**src/rtl/pcseq_pkg.sv**
```systemverilog
// Package: shared control-code type for the program counter sequencer.
// Assumes a 3-bit code produced by the execute-stage decoder.
package pcseq_pkg;
    typedef enum logic [2:0] {
        OP_SEQ  = 3'd0,
        OP_JUMP = 3'd1,
        OP_CALL = 3'd2,
        OP_RET  = 3'd3,
        OP_SKIP = 3'd4,
        OP_PCLW = 3'd5,
        OP_IRQ  = 3'd6,
        OP_RSVD = 3'd7
    } op_t;
endpackage

```
**src/rtl/pcseq_stack.sv**
```systemverilog
// Circular return-address stack.
// Each push writes the slot at the pointer and advances it; each pop steps it back.
// Assumes DEPTH is a power of two, so the pointer wraps naturally and a push
// beyond DEPTH overwrites the oldest entry. Push and pop never come together.
module pcseq_stack #(
    parameter int DEPTH = 8,
    parameter int W     = 13
) (
    input  logic         clk,
    input  logic         rst_n,
    input  logic         push,
    input  logic         pop,
    input  logic [W-1:0] push_data,
    output logic [W-1:0] top_data
);
    localparam int PTR_W = (DEPTH > 1) ? $clog2(DEPTH) : 1;
    localparam logic [PTR_W-1:0] PTR_ONE = PTR_W'(1);

    logic [PTR_W-1:0] ptr_q;
    logic [W-1:0]     slot_q [DEPTH];

    // Pointer: advance on push, step back on pop.
    always_ff @(posedge clk) begin
        if (!rst_n)
            ptr_q <= '0;
        else if (push)
            ptr_q <= ptr_q + PTR_ONE;
        else if (pop)
            ptr_q <= ptr_q - PTR_ONE;
    end

    // Entry storage: one register per slot, written when the pointer selects it.
    for (genvar g = 0; g < DEPTH; g++) begin : g_slot
        always_ff @(posedge clk) begin
            if (!rst_n)
                slot_q[g] <= '0;
            else if (push && (ptr_q == PTR_W'(g)))
                slot_q[g] <= push_data;
        end
    end

    // Top of stack: the slot just below the pointer.
    always_comb top_data = slot_q[ptr_q - PTR_ONE];
endmodule

```
**src/rtl/pcseq_next.sv**
```systemverilog
// Next-address selection for the program counter.
// Picks the next counter value from the effective control code and says
// whether the stack is pushed or popped and whether a flush must follow.
// Assumes the caller already forced the code to sequential during a flush cycle.
module pcseq_next
    import pcseq_pkg::*;
#(
    parameter int PC_W    = 13,
    parameter int LIT_W   = 11,
    parameter int DATA_W  = 8,
    parameter int LATCH_W = 5,
    parameter int IRQ_VEC = 4
) (
    input  op_t                op,
    input  logic [PC_W-1:0]    pc,
    input  logic [LIT_W-1:0]   lit,
    input  logic [DATA_W-1:0]  pcl_wdata,
    input  logic [LATCH_W-1:0] latch,
    input  logic [PC_W-1:0]    stk_top,
    output logic [PC_W-1:0]    pc_nxt,
    output logic               push,
    output logic               pop,
    output logic               xfer
);
    localparam int PAGE_W  = PC_W - LIT_W;
    localparam int HI_W    = PC_W - DATA_W;
    localparam int PAGE_LO = LIT_W - DATA_W;
    localparam logic [PC_W-1:0] PC_ONE = PC_W'(1);
    localparam logic [PC_W-1:0] IRQ_A  = PC_W'(IRQ_VEC);

    logic [PC_W-1:0] abs_tgt;
    logic [PC_W-1:0] byte_tgt;
    logic [PC_W-1:0] inc_pc;

    // Candidate addresses: paged absolute, low-byte write, increment.
    always_comb begin
        abs_tgt  = {latch[PAGE_LO +: PAGE_W], lit};
        byte_tgt = {latch[HI_W-1:0], pcl_wdata};
        inc_pc   = pc + PC_ONE;
    end

    // Select by control code and flag stack use and flush.
    always_comb begin
        pc_nxt = inc_pc;
        push   = 1'b0;
        pop    = 1'b0;
        xfer   = 1'b0;
        unique case (op)
            OP_JUMP: begin pc_nxt = abs_tgt;  xfer = 1'b1; end
            OP_CALL: begin pc_nxt = abs_tgt;  xfer = 1'b1; push = 1'b1; end
            OP_RET:  begin pc_nxt = stk_top;  xfer = 1'b1; pop  = 1'b1; end
            OP_SKIP: begin pc_nxt = inc_pc;   xfer = 1'b1; end
            OP_PCLW: begin pc_nxt = byte_tgt; xfer = 1'b1; end
            OP_IRQ:  begin pc_nxt = IRQ_A;    xfer = 1'b1; push = 1'b1; end
            default: begin pc_nxt = inc_pc; end
        endcase
    end
endmodule

```
**src/rtl/pc_sequencer.sv**
```systemverilog
// Program counter, page latch and return stack for a two-stage core.
// fetch_addr always names the next word to fetch. A transfer raises flush for
// the following cycle, and the control code is ignored in that cycle.
// Assumes the execute stage presents one code per cycle and issues no push
// and pop together.
module pc_sequencer
    import pcseq_pkg::*;
#(
    parameter int PC_W      = 13,
    parameter int LIT_W     = 11,
    parameter int DATA_W    = 8,
    parameter int LATCH_W   = 5,
    parameter int DEPTH     = 8,
    parameter int RESET_VEC = 0,
    parameter int IRQ_VEC   = 4
) (
    input  logic               clk,
    input  logic               rst_n,
    input  logic [2:0]         ctl_op,
    input  logic [LIT_W-1:0]   ctl_lit,
    input  logic [DATA_W-1:0]  pcl_wdata,
    input  logic               latch_we,
    input  logic [DATA_W-1:0]  latch_wdata,
    output logic [PC_W-1:0]    fetch_addr,
    output logic               flush,
    output logic [DATA_W-1:0]  pcl_rdata,
    output logic [LATCH_W-1:0] latch_rdata
);
    logic [PC_W-1:0]    pc_q;
    logic [PC_W-1:0]    pc_nxt;
    logic [LATCH_W-1:0] latch_q;
    logic               flush_q;
    logic               push;
    logic               pop;
    logic               xfer;
    logic [PC_W-1:0]    stk_top;
    op_t                op_eff;

    // Effective code: a flushed slot behaves as sequential.
    always_comb op_eff = flush_q ? OP_SEQ : op_t'(ctl_op);

    pcseq_next #(
        .PC_W(PC_W), .LIT_W(LIT_W), .DATA_W(DATA_W),
        .LATCH_W(LATCH_W), .IRQ_VEC(IRQ_VEC)
    ) u_next (
        .op(op_eff), .pc(pc_q), .lit(ctl_lit), .pcl_wdata(pcl_wdata),
        .latch(latch_q), .stk_top(stk_top),
        .pc_nxt(pc_nxt), .push(push), .pop(pop), .xfer(xfer)
    );

    pcseq_stack #(.DEPTH(DEPTH), .W(PC_W)) u_stack (
        .clk(clk), .rst_n(rst_n), .push(push), .pop(pop),
        .push_data(pc_q), .top_data(stk_top)
    );

    // Counter and flush registers.
    always_ff @(posedge clk) begin
        if (!rst_n) begin
            pc_q    <= PC_W'(RESET_VEC);
            flush_q <= 1'b0;
        end else begin
            pc_q    <= pc_nxt;
            flush_q <= xfer;
        end
    end

    // Page latch: written only by software.
    always_ff @(posedge clk) begin
        if (!rst_n)
            latch_q <= '0;
        else if (latch_we)
            latch_q <= latch_wdata[LATCH_W-1:0];
    end

    // Output views of the state.
    always_comb begin
        fetch_addr  = pc_q;
        flush       = flush_q;
        pcl_rdata   = pc_q[DATA_W-1:0];
        latch_rdata = latch_q;
    end
endmodule

```
**config.mk**
```make
export PLATFORM = sky130hd
export DESIGN_NAME = pc_sequencer
export DESIGN_NICKNAME = d
export VERILOG_FILES = /design/src/rtl/pcseq_pkg.sv /design/src/rtl/pcseq_stack.sv /design/src/rtl/pcseq_next.sv /design/src/rtl/pc_sequencer.sv
export SDC_FILE = /design/constraint.sdc
export NUM_CORES = 1
export LEC_CHECK = 0
export BUFFER_PORTS_ARGS = -buffer_cell sky130_fd_sc_hd__buf_2
export CAP_MARGIN = 15
export CORE_UTILIZATION = 49
export DETAILED_ROUTE_END_ITERATION = 12
export PLACE_DENSITY = 0.71
export SETUP_SLACK_MARGIN = 0.5
export SKIP_CTS_REPAIR_TIMING = 1
export SYNTH_ARGS = -nofsm -noshare
export SYNTH_HDL_FRONTEND = slang
export SYNTH_SLANG_ARGS = --single-unit
```
**constraint.sdc**
```tcl
create_clock -name clk -period 2.83 [get_ports clk]
set_input_delay 0.283 -clock clk [delete_from_list [all_inputs] [get_ports clk]]
set_output_delay 0.283 -clock clk [all_outputs]
set_load 0.02 [all_outputs]
```
Word level (Yosys, flattened, before mapping)

Memory sizes are Yosys's and may differ from the RTL's.
Cells that the tools add are included.

RAM bits: 104
Memories kept: 1
Logic and storage cells: 82
Bits in registers: 22
Input port bits: 33
Output and inout port bits: 27

Multiplexer cells: 40
Bitwise logic cells: 8
Reductions and logical operators: 13
Eq/ne operators: 13
Add/subtract/negate cells: 3

Memory list:

| name           | words | width | read ports | clocked after memory_dff | write ports | line              | text |
|---|---|---|---|---|---|---|---|
| u_stack.slot_q | 8     | 13    | 1          | 0                        | 8           | pcseq_stack.sv:20 | `logic [W-1:0] slot_q [DEPTH];` |

Operators by type and width:

| operator                                             | number |
|---|---|
| two-way mux 13 bit                                   | 8 |
| case mux 13 bit (4 select lines)                     | 1 |
| two-way mux 1 bit                                    | 28 |
| equality test 3 bit (second input constant)          | 7 |
| adder 13 x 1 -> 13 bit (second input constant)       | 1 |
| equality test 3 x 2 -> 1 bit (second input constant) | 4 |
| two-way mux 3 bit                                    | 3 |
| logical AND 1 bit                                    | 8 |
| OR 1 bit                                             | 8 |
| equality test 3 x 1 -> 1 bit (second input constant) | 2 |
| OR reduction 6 bit                                   | 1 |
| OR reduction 2 bit                                   | 2 |
| adder 3 x 1 -> 3 bit (second input constant)         | 1 |
| logical NOT 3 bit                                    | 1 |
| subtractor 3 x 1 -> 3 bit (second input constant)    | 1 |
| nonzero test 2 bit                                   | 1 |

Logic depth before layout (Yosys ltp)

Gate-level depths: netlist (run 1).

Depth in word-level cells: 9
Depth in mapped cells: 11
Depth with buffers taken out: 6

By module

A second synthesis (run 1) with hierarchy kept.

Cell total of the unflattened synthesis: 566
Area, all modules: 6567.5 um^2

By module, submodules not included:

| module       | times used | cells an instance | seq. area each (um^2) | area an instance (um^2) |
|---|---|---|---|---|
| pcseq_stack  | 1          | 405               | 3183.1                | 5167.5 |
| pcseq_next   | 1          | 105               | 0.0                   | 735.7 |
| pc_sequencer | 1          | 56                | 380.4                 | 664.4 |

Worst setup path before layout (run 1)

Ideal clock, no wire load.

Path type: reg-to-reg
Start point: register u_stack.ptr_q[0]
End point: memory u_stack.slot_q[4][0] (enable)
Buffers on the path: 3
Arrival: 2295 ps
Setup slack: 131 ps
Period minus slack after synthesis: 2699 ps
Library setup time: 404 ps
Stages on the path, launching flop included: 8
Required time: 2426 ps
Cell sequence: dfxtp_1 > buf_6 > buf_6 > buf_6 > inv_1 > ha_1 > inv_1 > o31ai_1

RTL lines:

| item                   | line              | text |
|---|---|---|
| from (decl)            | pcseq_stack.sv:19 | `logic [PTR_W-1:0] ptr_q;` |
| from (signal assigned) | pcseq_stack.sv:27 | `ptr_q <= ptr_q + PTR_ONE;` |
| from (signal assigned) | pcseq_stack.sv:29 | `ptr_q <= ptr_q - PTR_ONE;` |
| to (decl)              | pcseq_stack.sv:20 |  |

==> results of run 1 <==
-- final timing paths --
kind / from / endpoint / slack, ns / cells past startpoint
worst max-delay path: u_stack.ptr_q[0] / u_stack.slot_q[6][0] / 0.59 / 5
worst min-delay path: latch_wdata[1] / latch_rdata[1] / 0.11 / 3
worst max register to register: u_stack.ptr_q[0] / u_stack.slot_q[6][0] / 0.59 / 5
worst min register to register: latch_rdata[1] / latch_rdata[1] / 0.51 / 2
-- area by class of cell --
type	instances	area, sq um	share of cell area (%)
clock buffer	18	429	5.84
timing repair buffer	81	472	6.42
multi-input combinational	320	2500	34.1
clock inverter	13	125	1.70
tap	172	215	2.93
sequential	126	3560	48.5
inverter	10	37.5	0.511
-- placed cells by master, fill, tap and decap left out, types with 2 or more instances in the layout --
cell	synthesis	final
o31a_1	2	2
nor4_1	2	2
mux2i_1	6	6
a41oi_1	2	2
mux2_2	6	6
and3_1	41	41
a2111oi_0	5	4
a21oi_1	10	10
a31oi_1	4	4
or3_1	2	2
clkinv_2	0	3
nand2b_1	6	6
xnor2_1	7	7
and2_1	53	52
clkinv_1	1	4
a221oi_1	3	3
ha_1	8	7
nor2b_1	4	4
dfxtp_1	22	21
a22oi_1	4	4
inv_1	8	8
a22o_1	2	2
o2bb2ai_1	3	3
clkinvlp_4	0	4
nand3_1	5	5
nand2_1	33	33
bufinv_16	0	2
buf_4	8	24
o21ai_0	7	7
clkbuf_16	0	17
o31ai_2	0	3
mux4_2	26	26
edfxtp_1	104	104
buf_2	14	56
nor2_1	30	30
nor2_2	2	2
nor3_1	20	20
-- metal layers --
layer | global-route usage (%) | vias up | wire length, um
met4 | 10.2 | 0 | 361
met2 | 40.2 | 228 | 7560
met3 | 6.12 | 27 | 1210
li1 | - | 1975 | -
met1 | 31.4 | 2108 | 6230
met5 | 0 | - | 0
-- kinds of logic (layout without fill, tap and decap cells) --
| family | after synthesis | count (layout) | share of synthesized area (%) |
|---|---|---|---|
| AO/OA/AOI/OAI | 54 | 54 | 6.27 |
| XOR/XNOR | 9 | 9 | 1.24 |
| adder cells (fa/ha/maj) | 8 | 8 | 1.58 |
| buffers and inverters | 57 | 122 | 4.83 |
| flip-flops | 126 | 126 | 56.2 |
| multiplexers | 38 | 38 | 11.2 |
| AND/OR/NAND/NOR | 211 | 211 | 18.7 |
-- state kept, by name, summed over array words and instances, names as in the netlist --
signal          count
u_stack.ptr_q       3
flush               1
latch_rdata         5
u_stack.slot_q    104
fetch_addr         13
-- power groups by stage --
stage                     combinational [mW]  sequential [mW]  clock (mW)
after floorplan                        0.453             2.20           0
final                                  0.694             2.15        2.04
after global routing                   0.744             2.16        2.14
after global placement                 0.678             2.18           0
after CTS                              0.687             2.15        2.05
after detailed placement               0.682             2.19           0
-- critical path, stage by stage (launching register included) --
cell	delay, ns
dfxtp_2	0.32
inv_1	0.14
ha_1	0.63
inv_1	0.27
o31ai_2	0.33
buf_4	0.24
-- through the flow --
stage / cell area (sq um) / instances
3_5_place_dp: 6770 / 709
3_3_place_gp: 6770 / 709
5_1_grt: 7340 / 740
6_report: 7340 / 740
4_1_cts: 7330 / 740
2_1_floorplan: 6380 / 503
==> run_results.csv, run 1 <==
group,metric,value,unit
critical_path,critPathMaxFanout,15,
pwr,powerDensity,666,nW/um^2
pwr,pwr-share-clk,41.8,%
timing,min_period,2.24,ns
synthesis,synth_edf_count,104,
floorplan,die_x,116,um
pwr,switching_share,25.5,%
synthesis,netlist_area,6340,sq um
critical_path,worstSetupPathType,"reg -> reg",
synthesis,syn_avg_cell_area,12.6,sq um
pwr,pwr-share-seq,44.0,%
pwr,peakVddDrop,407,uV
placement,portBuffers,56,
routing,drcViolationCount,0,
clocking,clk_pin_slew_worst_paths,0.06,ns
floorplan,row_count,41,
timing,fin_ws,0.590,ns
synthesis,yosys.cell_types.count,58,
placement,place.gp.congestion,0.855,
routing,drt-pass1-iter-count,4,
synthesis,ys_top_cells_by_count,"edfxtp_1, and2_1, and3_1, nand2_1, nor2_1",
grt,antenna_found_initial,0,
synthesis,synth_top_area_share,49.2,%
critical_path,critPathCaptureType,"register",
placement,place_ws,0.524,ns
routing,post_drt_via_cell_ratio,5.86,
timing,tightest_slew,0.834,ns
min_path,hold_path.class,"in -> reg",
synthesis,yosysMostFrequentCell,"edfxtp_1",
floorplan,die_y,116,um
routing,vias,4338,
routing,drtIter0Drc,333,
timing,slew_viol_final,0,
timing,skew,0.00735,ns
grt,grt_pass1_vias,4152,
pwr,netSwitchingPower,1.25,mW
synthesis,synth-async-reset-ratio,0,%
layout,drive_gt1_share,27.8,%
clocking,cts_buffers,17,
timing,finalCritPeriodShare,79.1,%
synthesis,ys_seq_area_share,56.2,%
critical_path,cp-start-kind,"register",
routing,postRouteAntennaNets,0,
timing,hold_ws,0.108,ns
pwr,p_comb_share,14.2,%
pwr,p_int,3.64,mW
layout,area_growth,15.8,%
grt,grt_overflow,0,
layout,final_net_count,597,
timing,rsz0062_at_grt,"no",
timing,max_freq,0.447,GHz
timing,hold_violations,0,
clocking,htreeDepth,4,
pwr,power.total,4.89,mW
placement,dpl.hpwl,10.1,mm
floorplan,start_util,50.3,%
job,drv_cap,0,
grt,grt_pass1_wl,23.3,mm
synthesis,synth_ff_type,"edfxtp_1",
routing,wl_per_cell,20.8,um
critical_path,cp.arrival,2.35,ns
floorplan,die-area,13400,sq um
synthesis,postSynthNetCount,544,
clocking,cts_root_buf,"clkbuf_16",
layout,final_core_util,58.2,%
clocking,cts_sinks,126,
clocking,cts_tree,"done",
clocking,clk_path_buf_depth,2,
floorplan,core,12600,sq um
synthesis,ys_ff_latch,126,
synthesis,yosysTopAreaCell,"edfxtp_1",
layout,num-fill-cells,1015,
grt,grt_start_max_net_pins,40,
layout,n_antenna_cell,0,
clocking,clock_latency,0.41,ns
timing,slew-limit-headroom,42.9,%
pwr,p_leak,2.87,nW
timing,final.setup.tns,0,ns
synthesis,synthCells,503,
grt,track_usage,24.6,%
synthesis,synth.area.top_cells,"edfxtp_1, mux4_2, dfxtp_1",
timing,setup_viol_count_final,0,
routing,wirelength,15.4,mm
critical_path,critPathRequiredTime,2.94,ns
run_status,status,"finished, final reports clean",
synthesis,yosys_warnings,0,
floorplan,ios,60,
(Power assumes the default switching activity.)
==> run 2, diff against run 1 <==
Clock period 2.83 ns to 1.82 ns, I/O delays scaled along.
==> run 2 against run 1 <==
Net effect: the run now ends with hold timing, setup timing left; count of clock-buffer cells in the layout unchanged; die area unchanged; flip-flop and latch count unchanged; critical path depth up 2; non-clock buffer count up 52; first-iteration DRC count up 33%; routed wire length up 29%; total power up 78%; maximum frequency up 17%; combinational power up 140%; worst hold slack worse by 0.11 ns; largest power group is now the clock network.
==> run_results.csv, run 2 (synthesized netlist as in run 1, its figures left out) <==
group,metric,value,unit
grt,antenna_found_initial,0,
clocking,cts_sinks,126,
routing,drcViolationCount,0,
timing,rsz0062_at_grt,"yes",
critical_path,cp-start-kind,"register",
layout,top_register,"u_stack.slot_q",
timing,max_freq,0.523,GHz
grt,grt_pass1_vias,4404,
critical_path,regToRegSetupSlack,-0.09,ns
layout,area_growth,38.5,%
critical_path,cp_cell_sequence,"inv_8 > ha_4 > buf_12 > buf_12 > mux4_2 > a2111oi_4 > a221oi_2",
timing,setup_viol_count_final,8,
timing,slew-limit-headroom,49.3,%
floorplan,row_count,41,
grt,grtUsageMet1,30.0,%
pwr,switching_share,26.1,%
timing,finalCritPeriodShare,105,%
clocking,cts_tree,"done",
pwr,p_leak,3.40,nW
layout,largest_register_ffs,104,
critical_path,reg2reg_to,"fetch_addr[5]",
placement,dp_cells,734,
grt,grt_pass1_wl,23.7,mm
pwr,power.total,8.68,mW
layout,final_common_cell,"edfxtp_1",
critical_path,critPathMaxFanout,6,
pwr,powerDensity,988,nW/um^2
critical_path,cp.arrival,2.21,ns
clocking,htreeDepth,4,
grt,met3_usage,4.71,%
critical_path,r2r-start,"u_stack.ptr_q[0]",
min_path,hp-start,"latch_wdata[1]",
job,drv_cap,0,
critical_path,slowest_stage,"dfxtp_4",
min_path,hold_depth,3,
critical_path,cp_slowest_stage_delay,0.39,ns
timing,hold_violations,1,
clocking,cts_root_buf,"clkbuf_16",
routing,drt-pass1-iter-count,5,
placement,place.gp.congestion,0.821,
clocking,clk_pin_slew_worst_paths,0.06,ns
critical_path,crit_family,"compound AO/OA/AOI/OAI gates",
layout,n_antenna_cell,0,
placement,dpl.hpwl,11.1,mm
floorplan,die_x,116,um
grt,top_usage_layer,"met2",
timing,fin_ws,-0.0916,ns
critical_path,reg2reg_depth,7,
critical_path,critPathRequiredTime,2.12,ns
layout,drive_gt1_share,48.1,%
clocking,clk_path_buf_depth,2,
grt,grt_overflow,0,
critical_path,worstSetupPathType,"reg -> reg",
clocking,clock_latency,0.42,ns
timing,skew,0.0102,ns
run_status,status,"finished, violations left",
pwr,pwr-share-seq,38.6,%
layout,final-instance-count-excl-fill,810,
pwr,pwr-share-clk,42.3,%
grt,track_usage,24.6,%
critical_path,cpMostUsedCell,"buf_12",
min_path,holdPathEnd,"latch_rdata[1]",
routing,vias,5018,
floorplan,die-area,13400,sq um
timing,min_period,1.91,ns
run_status,violations,"hold timing, setup timing",
pwr,p_comb_share,19.1,%
pwr,netSwitchingPower,2.26,mW
timing,slew_viol_final,0,
min_path,hold_path.class,"in -> reg",
grt,use_met2,42.8,%
timing,hold_ws,-0.000822,ns
placement,portBuffers,56,
layout,final_net_count,666,
layout,final_cell_mix,"edfxtp_1, buf_4, and2_1, buf_2",
grt,grt_start_max_net_pins,40,
pwr,p_int,6.42,mW
routing,wirelength,19.9,mm
timing,tightest_slew,0.741,ns
floorplan,start_util,50.3,%
routing,postRouteAntennaNets,0,
floorplan,die_y,116,um
routing,post_drt_via_cell_ratio,6.20,
floorplan,ios,60,
pwr,peakVddDrop,686,uV
critical_path,critical_path_buf_inv_count,3,
routing,wl_per_cell,24.5,um
routing,drtIter0Drc,442,
clocking,cts_buffers,17,
floorplan,core,12600,sq um
critical_path,critPathCaptureType,"register",
[run 2: cell count changes in the layout (fill, tap and decap cells not counted), moves of 10 or more]
cell | before | now
nor3_1 | 20 | 10
and3_1 | 41 | 26
buf_4 | 24 | 53
and2_4 | 0 | 12
and3_4 | 0 | 15
nand2_8 | 0 | 11
nand2_1 | 33 | 16
buf_6 | 1 | 24
[run 2: metrics by stage]
| step | setup slack [ns] | TNS (ns) | util (%) | cell area [sq um] |
|---|---|---|---|---|
| floorplan | -0.325 | -5.17 | - | 6650 |
| global placement | -0.0404 | -0.137 | 57.0 | 7200 |
| detailed placement | -0.0758 | -0.368 | 57.0 | 7200 |
| CTS | -0.0795 | -0.457 | 62.0 | 7820 |
| global route | -0.138 | -0.592 | 69.6 | 8780 |
| finish | -0.0916 | -0.253 | 69.6 | 8780 |
[run 2: how the worst max path moves through the flow]
stage	startpoint	endpoint	slack, ns	cells after the start
floorplan	u_stack.ptr_q[0]	fetch_addr[7]	-0.33	10
global placement	u_stack.ptr_q[0]	fetch_addr[9]	-0.04	6
detailed placement	u_stack.ptr_q[0]	fetch_addr[7]	-0.08	6
CTS	u_stack.ptr_q[0]	fetch_addr[12]	-0.08	7
global route	u_stack.ptr_q[0]	fetch_addr[5]	-0.14	7
finish	u_stack.ptr_q[0]	fetch_addr[5]	-0.09	7
[run 2: metal layers]
layer	part of all wire (%)	vias to the layer above	wire length [um]
met5	0	-	0
met2	51	344	10200
li1	-	2145	-
met1	35	2448	6980
met3	8.2	81	1620
met4	5.5	0	1090
[run 2: power groups by stage]
stage | registers, mW | logic (mW) | clock network [mW]
2_1_floorplan | 3.42 | 0.803 | 0
3_5_place_dp | 3.39 | 1.25 | 0
3_3_place_gp | 3.38 | 1.23 | 0
6_report | 3.35 | 1.66 | 3.68
5_1_grt | 3.36 | 1.73 | 3.79
4_1_cts | 3.33 | 1.26 | 3.61
[run 2: worst register-to-register path, stage by stage, from the launching register on]
cell and delay, ns:
dfxtp_4 0.39, inv_8 0.04, ha_4 0.32, buf_12 0.12
buf_12 0.11, mux4_2 0.34, a2111oi_4 0.35, a221oi_2 0.12
[run 2: layout make-up]
class | count | area [sq um]
clock buffers | 18 | 429
clock inverters | 14 | 198
fillers | 802 | 3840
inverters | 10 | 55.1
multi-input cells | 337 | 3230
flip-flops and latches | 126 | 3580
well taps | 172 | 215
repair buffers | 133 | 1070
==> run 3, diff against run 2 <==
Settings changed: CORE_MARGIN from default to 2, CORE_UTILIZATION 49 to 44, PLACE_DENSITY 0.71 to default.
==> run 3 against run 2 <==
Net effect: the flow still finishes with violations (hold timing, setup timing); via count shrank 6.6%; combinational power shrank 7%; count of clock-buffer cells in the layout shrank 1; die area grew 15%; final area shrank 1.3%; non-clock buffer count shrank 2; critical path type unchanged.
==> run_results.csv, run 3 (synthesized netlist as in run 1, its figures left out) <==
group,metric,value,unit
run_status,status,"finished, violations left",
run_status,violations,"hold timing, setup timing",
min_path,hold_path.class,"in -> reg",
floorplan,ios,60,
clocking,cts_buffers,17,
placement,place_ws,-0.0978,ns
floorplan,die_y,124,um
placement,dpl.hpwl,11.7,mm
routing,drtIter0Drc,416,
clocking,clk_pin_slew_worst_paths,0.06,ns
timing,slew-limit-headroom,56.5,%
floorplan,die_x,124,um
grt,grt_pass1_wl,24.8,mm
routing,vias,4688,
critical_path,critPathCaptureType,"register",
layout,final_common_cell,"edfxtp_1",
timing,max_freq,0.537,GHz
timing,slew_viol_final,0,
timing,hold_violations,1,
timing,tightest_slew,0.653,ns
layout,num-fill-cells,1047,
timing,rsz0062_at_grt,"yes",
critical_path,critPathMaxFanout,5,
timing,fin_ws,-0.0405,ns
layout,area_growth,36.7,%
clocking,clock_latency,0.43,ns
timing,setup_viol_count_final,3,
routing,wl_per_cell,22.9,um
grt,met3_usage,4.40,%
floorplan,core,14000,sq um
grt,use_met2,37.8,%
timing,min_period,1.86,ns
pwr,powerDensity,969,nW/um^2
layout,largest_register_ffs,104,
routing,post_drt_via_cell_ratio,5.75,
critical_path,reg2reg_depth,6,
timing,finalCritPeriodShare,102,%
floorplan,die-area,15400,sq um
layout,n_antenna_cell,0,
floorplan,start_util,45.3,%
timing,hold_ws,-0.00933,ns
critical_path,critPathRequiredTime,2.11,ns
routing,wirelength,18.7,mm
layout,final_cell_mix,"edfxtp_1, buf_2, buf_4, and2_1, and3_1",
layout,top_register,"u_stack.slot_q",
routing,drcViolationCount,0,
pwr,peakVddDrop,699,uV
pwr,p_leak,3.37,nW
grt,antenna_found_initial,0,
critical_path,cp.arrival,2.15,ns
placement,portBuffers,56,
grt,grtUsageMet1,29.1,%
min_path,hold_depth,3,
clocking,cts_sinks,126,
grt,top_usage_layer,"met2",
routing,drt-pass1-iter-count,5,
clocking,clk_path_buf_depth,2,
critical_path,cp-start-kind,"register",
layout,drive_gt1_share,47.3,%
clocking,cts_root_buf,"clkbuf_16",
routing,postRouteAntennaNets,0,
grt,grt_start_max_net_pins,40,
timing,skew,0.0126,ns
grt,track_usage,22.6,%
layout,final_net_count,664,
floorplan,row_count,43,
grt,grt_overflow,0,
critical_path,worstSetupPathType,"reg -> reg",
placement,place.gp.congestion,0.815,
clocking,cts_tree,"done",
job,drv_cap,0,
grt,grt_pass1_vias,4291,
clocking,htreeDepth,4,
[run 3: changes by cell type in the layout (fill, tap and decap cells not counted), moves of 5 or more]
| cell | change |
|---|---|
| and3_4 | -5 |
| and2_1 | -7 |
| and2_4 | +7 |
| dfxtp_2 | -5 |
| buf_2 | +9 |
| buf_6 | -8 |
| dfxtp_1 | +5 |
| and3_1 | +5 |
[run 3: stage by stage]
stage	cells	setup TNS (ns)	util (%)	area [sq um]	total power [mW]
after floorplan	503	-5.17	-	6650	4.23
after global placement	746	-0.516	51.7	7240	4.64
after detailed placement	746	-1.26	51.7	7240	4.67
after CTS	778	-1.80	56.1	7850	8.15
after global routing	816	-0.229	62.0	8670	8.66
final	816	-0.0744	62.0	8670	8.40
[run 3: path summary, 6_finish.rpt]
check / startpoint / to / slack [ns]
setup / recovery: u_stack.ptr_q[0] / fetch_addr[5] / -0.04
hold / removal: latch_wdata[2] / latch_rdata[2] / -0.009
setup reg to reg: u_stack.ptr_q[0] / fetch_addr[5] / -0.04
hold reg to reg: u_stack.ptr_q[2] / u_stack.ptr_q[2] / 0.54
[run 3: report_power, final]
part	switching (mW)	leakage, nW	total, mW	internal, mW
logic	0.854	1.83	1.55	0.695
clock network	1.35	0.286	3.52	2.17
registers	0.0787	1.26	3.33	3.26
[run 3: critical path, stage by stage, from the launching register on]
cell	delay [ns]
dfxtp_4	0.39
inv_8	0.04
ha_4	0.32
buf_4	0.17
mux4_2	0.36
a2111oi_4	0.33
a221oi_2	0.11
[run 3: layer usage]
metal | share of wire, % | routed length [um]
met1 | 39 | 7200
met2 | 53 | 9900
met3 | 6.4 | 1200
met4 | 2.1 | 399
met5 | 0 | 0
[run 3: cell type report]
type / count / area (sq um) / area share (%)
timing repair buffer: 131 / 1000 / 11.6
clock buffer: 17 / 425 / 4.91
sequential: 126 / 3580 / 41.3
tap: 180 / 225 / 2.60
clock inverter: 15 / 186 / 2.15
inverter: 10 / 55.1 / 0.635
multi-input combinational: 337 / 3200 / 36.9
